==> config.mk <==
export PLATFORM = sky130hd
export DESIGN_NAME = adc_sequencer
export DESIGN_NICKNAME = d
export VERILOG_FILES = /design/src/rtl/adc_seq_pkg.sv /design/src/rtl/adc_seq_datapath.sv /design/src/rtl/adc_seq_control.sv /design/src/rtl/adc_sequencer.sv
export SDC_FILE = /design/constraint.sdc
export NUM_CORES = 1
export LEC_CHECK = 0
export ABC_AREA = 1
export BUFFER_PORTS_ARGS = -buffer_cell sky130_fd_sc_hd__clkbuf_2
export CAP_MARGIN = 20
export CORE_MARGIN = 4
export CORE_UTILIZATION = 32
export CTS_CLUSTER_DIAMETER = 60
export DETAILED_ROUTE_END_ITERATION = 16
export PLACE_DENSITY = 0.63
export RECOVER_POWER = 100
export SLEW_MARGIN = 0
export SYNTH_ARGS = -nofsm -noshare
export SYNTH_HDL_FRONTEND = slang
export SYNTH_HIERARCHICAL = 1
export SYNTH_SLANG_ARGS = --single-unit
==> constraint.sdc <==
create_clock -name clk -period 1.63 [get_ports clk]
set_input_delay 0.163 -clock clk [delete_from_list [all_inputs] [get_ports clk]]
set_output_delay 0.163 -clock clk [all_outputs]
set_load 0.005 [all_outputs]
==> src/rtl/adc_seq_pkg.sv <==
package adc_seq_pkg;
  localparam int CTRL_W = 8;
  localparam int MAX_DIV = 16;
  localparam int DIV_W = $clog2(MAX_DIV + 1);

  typedef enum logic [2:0] {
    ST_IDLE, ST_WAIT, ST_SAMP0, ST_SAMP1, ST_CONV, ST_GAP
  } seqState_t;

  // strobes from control to datapath
  typedef struct packed {
    logic loadCtrl;
    logic restartDiv;
    logic runDiv;
  } seqStrobe_t;

  function automatic logic [DIV_W-1:0] divOf(input logic [2:0] code);
    case (code)
      3'd1: return DIV_W'(1);
      3'd2: return DIV_W'(2);
      3'd3: return DIV_W'(4);
      3'd4: return DIV_W'(6);
      3'd5: return DIV_W'(12);
      3'd6: return DIV_W'(8);
      3'd7: return DIV_W'(16);
      default: return DIV_W'(0);
    endcase
  endfunction
endpackage

==> src/rtl/adc_seq_datapath.sv <==
module adc_seq_datapath
  import adc_seq_pkg::*;
#(
  parameter int DATA_W = 8
) (
  input  logic              clk,
  input  logic              rstN,
  input  seqStrobe_t        strobe,
  input  logic [CTRL_W-1:0] wrData,
  input  logic [DATA_W-1:0] adcData,
  input  logic              adcLoad,
  output logic [CTRL_W-1:0] ctrlReg,
  output logic              divTick,
  output logic [DATA_W-1:0] result,
  output logic              diffMode,
  output logic [2:0]        muxPos,
  output logic [2:0]        muxNeg
);
  logic [DIV_W-1:0] divReg;
  logic [DIV_W-1:0] divCnt;

  always_ff @(posedge clk or negedge rstN) begin
    if (!rstN) begin
      ctrlReg <= '0;
      divReg  <= '0;
    end else if (strobe.loadCtrl) begin
      ctrlReg <= wrData;
      divReg  <= divOf(wrData[2:0]);
    end
  end

  assign divTick = strobe.runDiv && (divCnt == divReg - DIV_W'(1));

  always_ff @(posedge clk or negedge rstN) begin
    if (!rstN)                  divCnt <= '0;
    else if (strobe.restartDiv) divCnt <= '0;
    else if (strobe.runDiv)     divCnt <= divTick ? '0 : divCnt + DIV_W'(1);
  end

  always_ff @(posedge clk or negedge rstN) begin
    if (!rstN)         result <= '0;
    else if (!adcLoad) result <= adcData;
  end

  assign diffMode = ctrlReg[4];
  assign muxPos   = ctrlReg[7:5];
  assign muxNeg   = diffMode ? {ctrlReg[7:6], ~ctrlReg[5]} : 3'd0;
endmodule

==> src/rtl/adc_seq_control.sv <==
module adc_seq_control
  import adc_seq_pkg::*;
(
  input  logic       clk,
  input  logic       rstN,
  input  logic       wrEn,
  input  logic       wrBusyBit,
  input  logic [2:0] wrPresc,
  input  logic       contMode,
  input  logic       divTick,
  input  logic       adcDone,
  output seqStrobe_t strobe,
  output logic       busy,
  output logic       adcPower,
  output logic       adcSample,
  output logic       adcSelect
);
  seqState_t state, stateNext;
  logic busyNext;
  logic accept, startOk, convEnd;

  assign accept  = wrEn && (!busy || !wrBusyBit);
  assign startOk = accept && (wrPresc != 3'd0);
  assign convEnd = (state == ST_CONV) && adcDone;

  assign strobe.loadCtrl   = accept;
  assign strobe.restartDiv = startOk || (convEnd && contMode);
  assign strobe.runDiv     = (state != ST_IDLE);

  always_comb begin
    stateNext = state;
    busyNext  = busy;
    case (state)
      ST_WAIT:  if (divTick) stateNext = ST_SAMP0;
      ST_SAMP0: if (divTick) stateNext = ST_SAMP1;
      ST_SAMP1: if (divTick) stateNext = ST_CONV;
      ST_CONV:
        if (adcDone) begin
          if (contMode) stateNext = ST_GAP;
          else begin
            stateNext = ST_IDLE;
            busyNext  = 1'b0;
          end
        end
      ST_GAP:   if (divTick) stateNext = ST_SAMP0;
      default:  ;
    endcase
    if (accept) begin
      stateNext = startOk ? ST_WAIT : ST_IDLE;
      busyNext  = startOk;
    end
  end

  always_ff @(posedge clk or negedge rstN) begin
    if (!rstN) begin
      state <= ST_IDLE;
      busy  <= 1'b0;
    end else begin
      state <= stateNext;
      busy  <= busyNext;
    end
  end

  assign adcPower  = (state != ST_IDLE);
  assign adcSample = (state == ST_SAMP0) || (state == ST_SAMP1);
  assign adcSelect = (state == ST_SAMP1) || (state == ST_CONV);
endmodule

==> src/rtl/adc_sequencer.sv <==
module adc_sequencer
  import adc_seq_pkg::*;
#(
  parameter int DATA_W = 8
) (
  input  logic              clk,
  input  logic              rstN,
  input  logic              wrEn,
  input  logic              wrBusyBit,
  input  logic [7:0]        wrData,
  output logic [7:0]        ctrlReg,
  output logic              busy,
  output logic [DATA_W-1:0] result,
  output logic              adcClkEn,
  output logic              adcPower,
  output logic              adcSample,
  output logic              adcSelect,
  output logic              adcDiff,
  output logic [2:0]        muxPos,
  output logic [2:0]        muxNeg,
  input  logic              adcDone,
  input  logic [DATA_W-1:0] adcData,
  input  logic              adcLoad
);
  seqStrobe_t strobe;
  logic divTick;

  adc_seq_control u_ctrl (
    .clk(clk), .rstN(rstN), .wrEn(wrEn), .wrBusyBit(wrBusyBit),
    .wrPresc(wrData[2:0]), .contMode(ctrlReg[3]), .divTick(divTick),
    .adcDone(adcDone), .strobe(strobe), .busy(busy), .adcPower(adcPower),
    .adcSample(adcSample), .adcSelect(adcSelect)
  );

  adc_seq_datapath #(.DATA_W(DATA_W)) u_dp (
    .clk(clk), .rstN(rstN), .strobe(strobe), .wrData(wrData),
    .adcData(adcData), .adcLoad(adcLoad), .ctrlReg(ctrlReg),
    .divTick(divTick), .result(result), .diffMode(adcDiff),
    .muxPos(muxPos), .muxNeg(muxNeg)
  );

  assign adcClkEn = divTick;
endmodule

==> results of run 1 <==
-- per-stage QoR --
step / cells / TNS, ps / setup WS, ps / hold WS, ps
2_1_floorplan: 196 / 0 / 65.91 / -132.6
3_3_place_gp: 315 / 0 / 89.15 / 263.2
4_1_cts: 328 / -69.25 / -69.25 / 62.84
6_report: 328 / -43.67 / -43.67 / 74.45
3_5_place_dp: 315 / 0 / 27.08 / 263.8
5_1_grt: 328 / -1057 / -199.4 / 71.87
-- logic make-up after synthesis --
logic type               count (synthesis)
buffers and inverters                   29
flip-flops                              30
AND/OR/NAND/NOR                        109
multiplexers                             8
XOR/XNOR                                 4
AO/OA/AOI/OAI                           14
adder cells (fa/ha/maj)                  2
-- routing by layer --
| layer | up-vias | part of all wire [%] | GRT usage (%) |
|---|---|---|---|
| met1 | 667 | 43 | 15.58 |
| met3 | 7 | 6.9 | 2.721 |
| met2 | 51 | 48 | 20.80 |
| li1 | 748 | - | - |
| met5 | - | 0 | 0 |
| met4 | 0 | 2.3 | 7.560 |
-- worst max-delay path, delay by kind of cell, from the launching register on --
| family | cells | cell delay, ps |
|---|---|---|
| buf+inv | 3 | 210 |
| compound gates | 1 | 110 |
| simple gates | 2 | 140 |
| fa+ha+maj | 1 | 260 |
| flops | 1 | 370 |
| xor+xnor | 1 | 130 |
-- sequential cells by signal (all words and copies together) (netlist names) --
| signal | flops |
|---|---|
| u_dp/ctrlReg | 8 |
| u_dp/result | 8 |
| u_dp/divCnt | 5 |
| u_dp/divReg | 5 |
| u_ctrl/state | 3 |
| u_ctrl/busy | 1 |
-- report_power, final --
| part | internal [uW] | leakage (uW) | switching (uW) |
|---|---|---|---|
| combinational | 459 | 0.000691 | 608 |
| clock | 340 | 0.0000482 | 276 |
| sequential | 899 | 0.000372 | 146 |
| total | 1700 | 0.00111 | 1030 |
-- final cells by class --
type	count	share of cell area (%)
clock inverter	1	0.2370
multi-input combinational	137	35.96
tap	67	3.969
inverter	21	3.732
clock buffer	7	4.088
timing repair buffer	65	16.47
sequential	30	35.54
-- cells in the mapped netlist (3+ instances only) --
library cell,count,area (um^2)
buf_4,6,45.04
dfrtp_1,30,750.7
inv_1,17,63.81
inv_2,4,15.01
mux2_2,8,90.09
nand2_1,72,270.3
nand3_1,12,60.06
nand3_2,4,40.04
nor2_1,11,41.29
o32ai_1,3,26.28
xor2_1,4,35.03
-- path summary, 6_finish.rpt --
| kind | start | to | slack (ps) | cells past startpoint |
|---|---|---|---|---|
| max | u_dp/divReg[0] | adcClkEn | -40 | 8 |
| min | wrData[5] | u_dp/ctrlReg[5] | 70 | 3 |
| max reg2reg | u_dp/divReg[0] | u_ctrl/state[1] | 20 | 12 |
| min reg2reg | u_dp/ctrlReg[1] | u_dp/ctrlReg[1] | 480 | 2 |
| max in group asynchronous | rstN | u_dp/divReg[2] | 670 | 2 |
| min in group asynchronous | rstN | u_dp/result[1] | 490 | 2 |
-- timing repair --
action | CTS | global route
setup endpoints to repair | 1 | 8
hold endpoints to repair | 30 | 0
gates resized for setup | 5 | 9
buffers inserted | 4 | 1
pin swaps | 1 | 5
hold buffers | 1 | 0
==> out/results.tsv, run 1 <==
metric	value	unit
end_kind	output port	
post_drt_via_cell_ratio	4.491	
fin_area	2112	um^2
path_cells	inv_2 -> ha_4 -> xor2_1 -> nand2_1 -> a21oi_2 -> nand2_2 -> inv_2 -> buf_6	
totalWireLength	3757	um
synthFlopType	dfrtp_1	
postSynth.asyncResetShare	100.0	%
rsz0062_at_grt	yes	
seq_area	750.7	um^2
die_area	6227	um^2
postLayoutSetupSlackWorst	-43.67	ps
cpPeakStageDelay	370	ps
first_pass_iters	4	
dp_hpwl	2791	um
synth_xor_area_share	2.177	%
grt_pass1_wl	6237	um
tightest_slew	743.0	ps
synth_edf_count	0	
fmax	597.5	MHz
synthCells	196	
area_growth_syn_to_layout	31.26	%
vias	1473	
ios	50	
multi_input_area	759.5	um^2
critPathMaxFanout	2	
clock_sinks	30	
wl_per_cell	11.45	um
synth-seq-area-share	46.66	%
grt_overflow_total	0	
synthAdderAreaFrac	1.555	%
synthMuxAreaShare	5.599	%
antenna_found_initial	0	
final.fill_count	486	
portBuffers	49	
hold_violations	0	
n_antenna_cell	0	
die_h	78.91	um
cts_made_buffers	5	
dpl_cell_area	1966	um^2
required	1470	ps
leakagePower	0.001112	uW
root_buffer	clkbuf_8	
report.final.slew_viol_count	0	
clkTransAtPathRegs	60	ps
critical_path.slowest_cell	dfrtp_1	
ys_ff_latch	30	
cts_tree	built	
hp-class	input port to flop	
die_width	78.91	um
drtIter0Drc	99	
rows	25	
htreeDepth	2	
finalClockSkew	6.985	ps
ant_nets	0	
status	finished, violations left	
timing.final.crit_share	102.7	%
arrival	1510	ps
initial_utilization	33.62	%
worstSkewPairLatency	280	ps
synth_top_family_by_area	simple AND/OR/NAND/NOR gates	
synth_fp_nets	220	
period_minus_slack	1674	ps
total_power	2728	uW
synth_compound_area_share	6.065	%
synth_warnings	6	
drv_cap	0	
crit_path_frequent_cell	inv_2	
syn_area_per_cell	8.209	um^2
layout_common_cells	71 x nand2_1, 36 x clkbuf_2, 30 x dfrtp_1, 16 x clkbuf_1, 14 x inv_1	
routabilityCongestion	0.8696	
ir_worst_vdd	0.4395	mV
final_common_cell	nand2_1	
finalSetupViolations	1	
layout.nets	284	
cp-start-kind	flop	
violations	negative setup slack	
cts_buffer_depth	2	
syn-cell-area	1609	um^2
postLayoutCoreUtil	44.13	%
criticalPathCategory	flop to output port	
max_slew_margin	50.47	%
core	4786	um^2
synthSimpleGateAreaFrac	29.63	%
drive_gt1_share	32.95	%
synth_cell_types	26	
drc	0	
power_density	1291	nW/um^2
grt_pass1_vias	1448	
grt_start_max_net_pins	31	
grt_util_all_layers	12.79	%
Power figures use the tool's default switching activity.
==> inputs of run 2 (changes only) <==
--- a/config.mk
+++ b/config.mk
@@ -14,6 +14,7 @@
 export DETAILED_ROUTE_END_ITERATION = 16
 export PLACE_DENSITY = 0.63
 export RECOVER_POWER = 100
+export SKIP_CTS_REPAIR_TIMING = 1
 export SLEW_MARGIN = 0
 export SYNTH_ARGS = -nofsm -noshare
 export SYNTH_HDL_FRONTEND = slang
==> out/results.tsv, run 2 (same netlist as run 1, synthesis figures left out) <==
metric	value	unit	change
final_common_cell	nand2_1		
routabilityCongestion	0.8696		unchanged
wl_per_cell	11.28	um	-1.6%
die_h	78.91	um	unchanged
place_worst_setup_slack	27.08	ps	unchanged
portBuffers	49		unchanged
fmax	593.5	MHz	-0.67%
required	1470	ps	about the same
tightest_slew	745.0	ps	+2.009 ps
grt_start_max_net_pins	31		unchanged
worstSkewPairLatency	280	ps	about the same
period_minus_slack	1685	ps	+11.23 ps
grt_util_all_layers	12.40	%	-0.39 points
clkTransAtPathRegs	60	ps	about the same
rsz0062_at_grt	yes		
finalSetupViolations	3		+2
die_width	78.91	um	unchanged
reg_top3	u_dp/ctrlReg: 8 flops, u_dp/result: 8 flops		
initial_utilization	33.62	%	unchanged
cts_buffer_depth	2		unchanged
dp_hpwl	2791	um	unchanged
drive_gt1_share	31.66	%	-1.3 points
dpl_cell_area	1966	um^2	unchanged
power_density	1298	nW/um^2	+0.53%
finalClockSkew	6.626	ps	-0.3595 ps
report.final.slew_viol_count	0		unchanged
totalWireLength	3676	um	-2.2%
postLayoutSetupSlackWorst	-54.90	ps	-11.23 ps
die_area	6227	um^2	unchanged
area_growth_syn_to_layout	29.86	%	
arrival	1520	ps	about the same
critPathMaxFanout	3		+1
hp-class	input port to flop		
n_antenna_cell	0		unchanged
drtIter0Drc	106		+7.1%
leakagePower	0.001103	uW	-0.81%
fin_area	2090	um^2	-1.1%
grt_pass1_vias	1403		-3.1%
hold_violations	0		unchanged
status	finished, violations left		
ios	50		unchanged
end_kind	output port		
timing.final.crit_share	103.4	%	+0.69 points
drc	0		unchanged
core	4786	um^2	unchanged
drv_cap	0		unchanged
cp-start-kind	flop		
first_pass_iters	4		unchanged
ir_worst_vdd	0.4398	mV	about the same
clock_sinks	30		unchanged
rows	25		unchanged
cts_tree	built		
htreeDepth	2		unchanged
layout.nets	282		-0.70%
grt_pass1_wl	6037	um	-3.2%
cts_made_buffers	5		unchanged
post_drt_via_cell_ratio	4.509		+0.41%
criticalPathCategory	flop to output port		
violations	negative setup slack		
grt_overflow_total	0		unchanged
ant_nets	0		unchanged
vias	1470		-0.20%
max_slew_margin	50.33	%	-0.13 points
antenna_found_initial	0		unchanged
root_buffer	clkbuf_8		
layout_common_cells	72 x nand2_1, 36 x clkbuf_2, 30 x dfrtp_1, 16 x clkbuf_1, 14 x inv_1		
[run 2: stage by stage]
step	hold slack [ps]	std cells	util (%)	total power (uW)	TNS [ps]
global route	71.87	326	43.66	2931	-1209
global placement	263.2	315	41.07	2090	0
floorplan	-132.6	196	-	1721	0
detailed placement	263.8	315	41.07	2103	0
CTS	-49.40	323	42.98	2734	-180.6
finish	73.89	326	43.66	2713	-72.00
[run 2: path summary, 6_finish.rpt]
check                                 from         endpoint  slack (ps)  depth (start not counted)
min in group asynchronous             rstN   u_dp/result[1]         490                          2
min                              wrData[5]  u_dp/ctrlReg[5]          70                          3
max                         u_dp/divReg[0]         adcClkEn         -50                          8
max reg2reg                u_ctrl/state[0]  u_ctrl/state[1]         -10                         13
max in group asynchronous             rstN   u_dp/divReg[2]         660                          2
min reg2reg                u_dp/ctrlReg[1]  u_dp/ctrlReg[1]         480                          2
[run 2: cell type report]
cell class / count / area (um^2)
clock buffers: 7 / 86.33
clock inverters: 1 / 5.005
fillers: 488 / 2696
inverters: 21 / 78.83
multi-input cells: 137 / 752.0
flip-flops and latches: 30 / 750.7
well taps: 67 / 83.83
repair buffers: 63 / 332.8
[run 2: critical path, stage by stage, from the launching register on]
cell     delay (ps)
dfrtp_1         360
inv_2            60
ha_4            260
xor2_1          140
nand2_1          80
a21oi_2         110
nand2_2          80
inv_2            70
buf_6            90
[run 2: per-layer routing]
metal	up-vias	GRT usage (%)	wire length [um]
li1	743	-	-
met5	-	0	0
met3	7	2.721	220
met4	0	7.560	88
met2	40	19.86	1771
met1	680	15.22	1596
[run 2: report_power, final]
group          switching, uW  internal, uW
Sequential               145           899
Clock                    276           340
Combinational            602           451
Total                   1020          1690
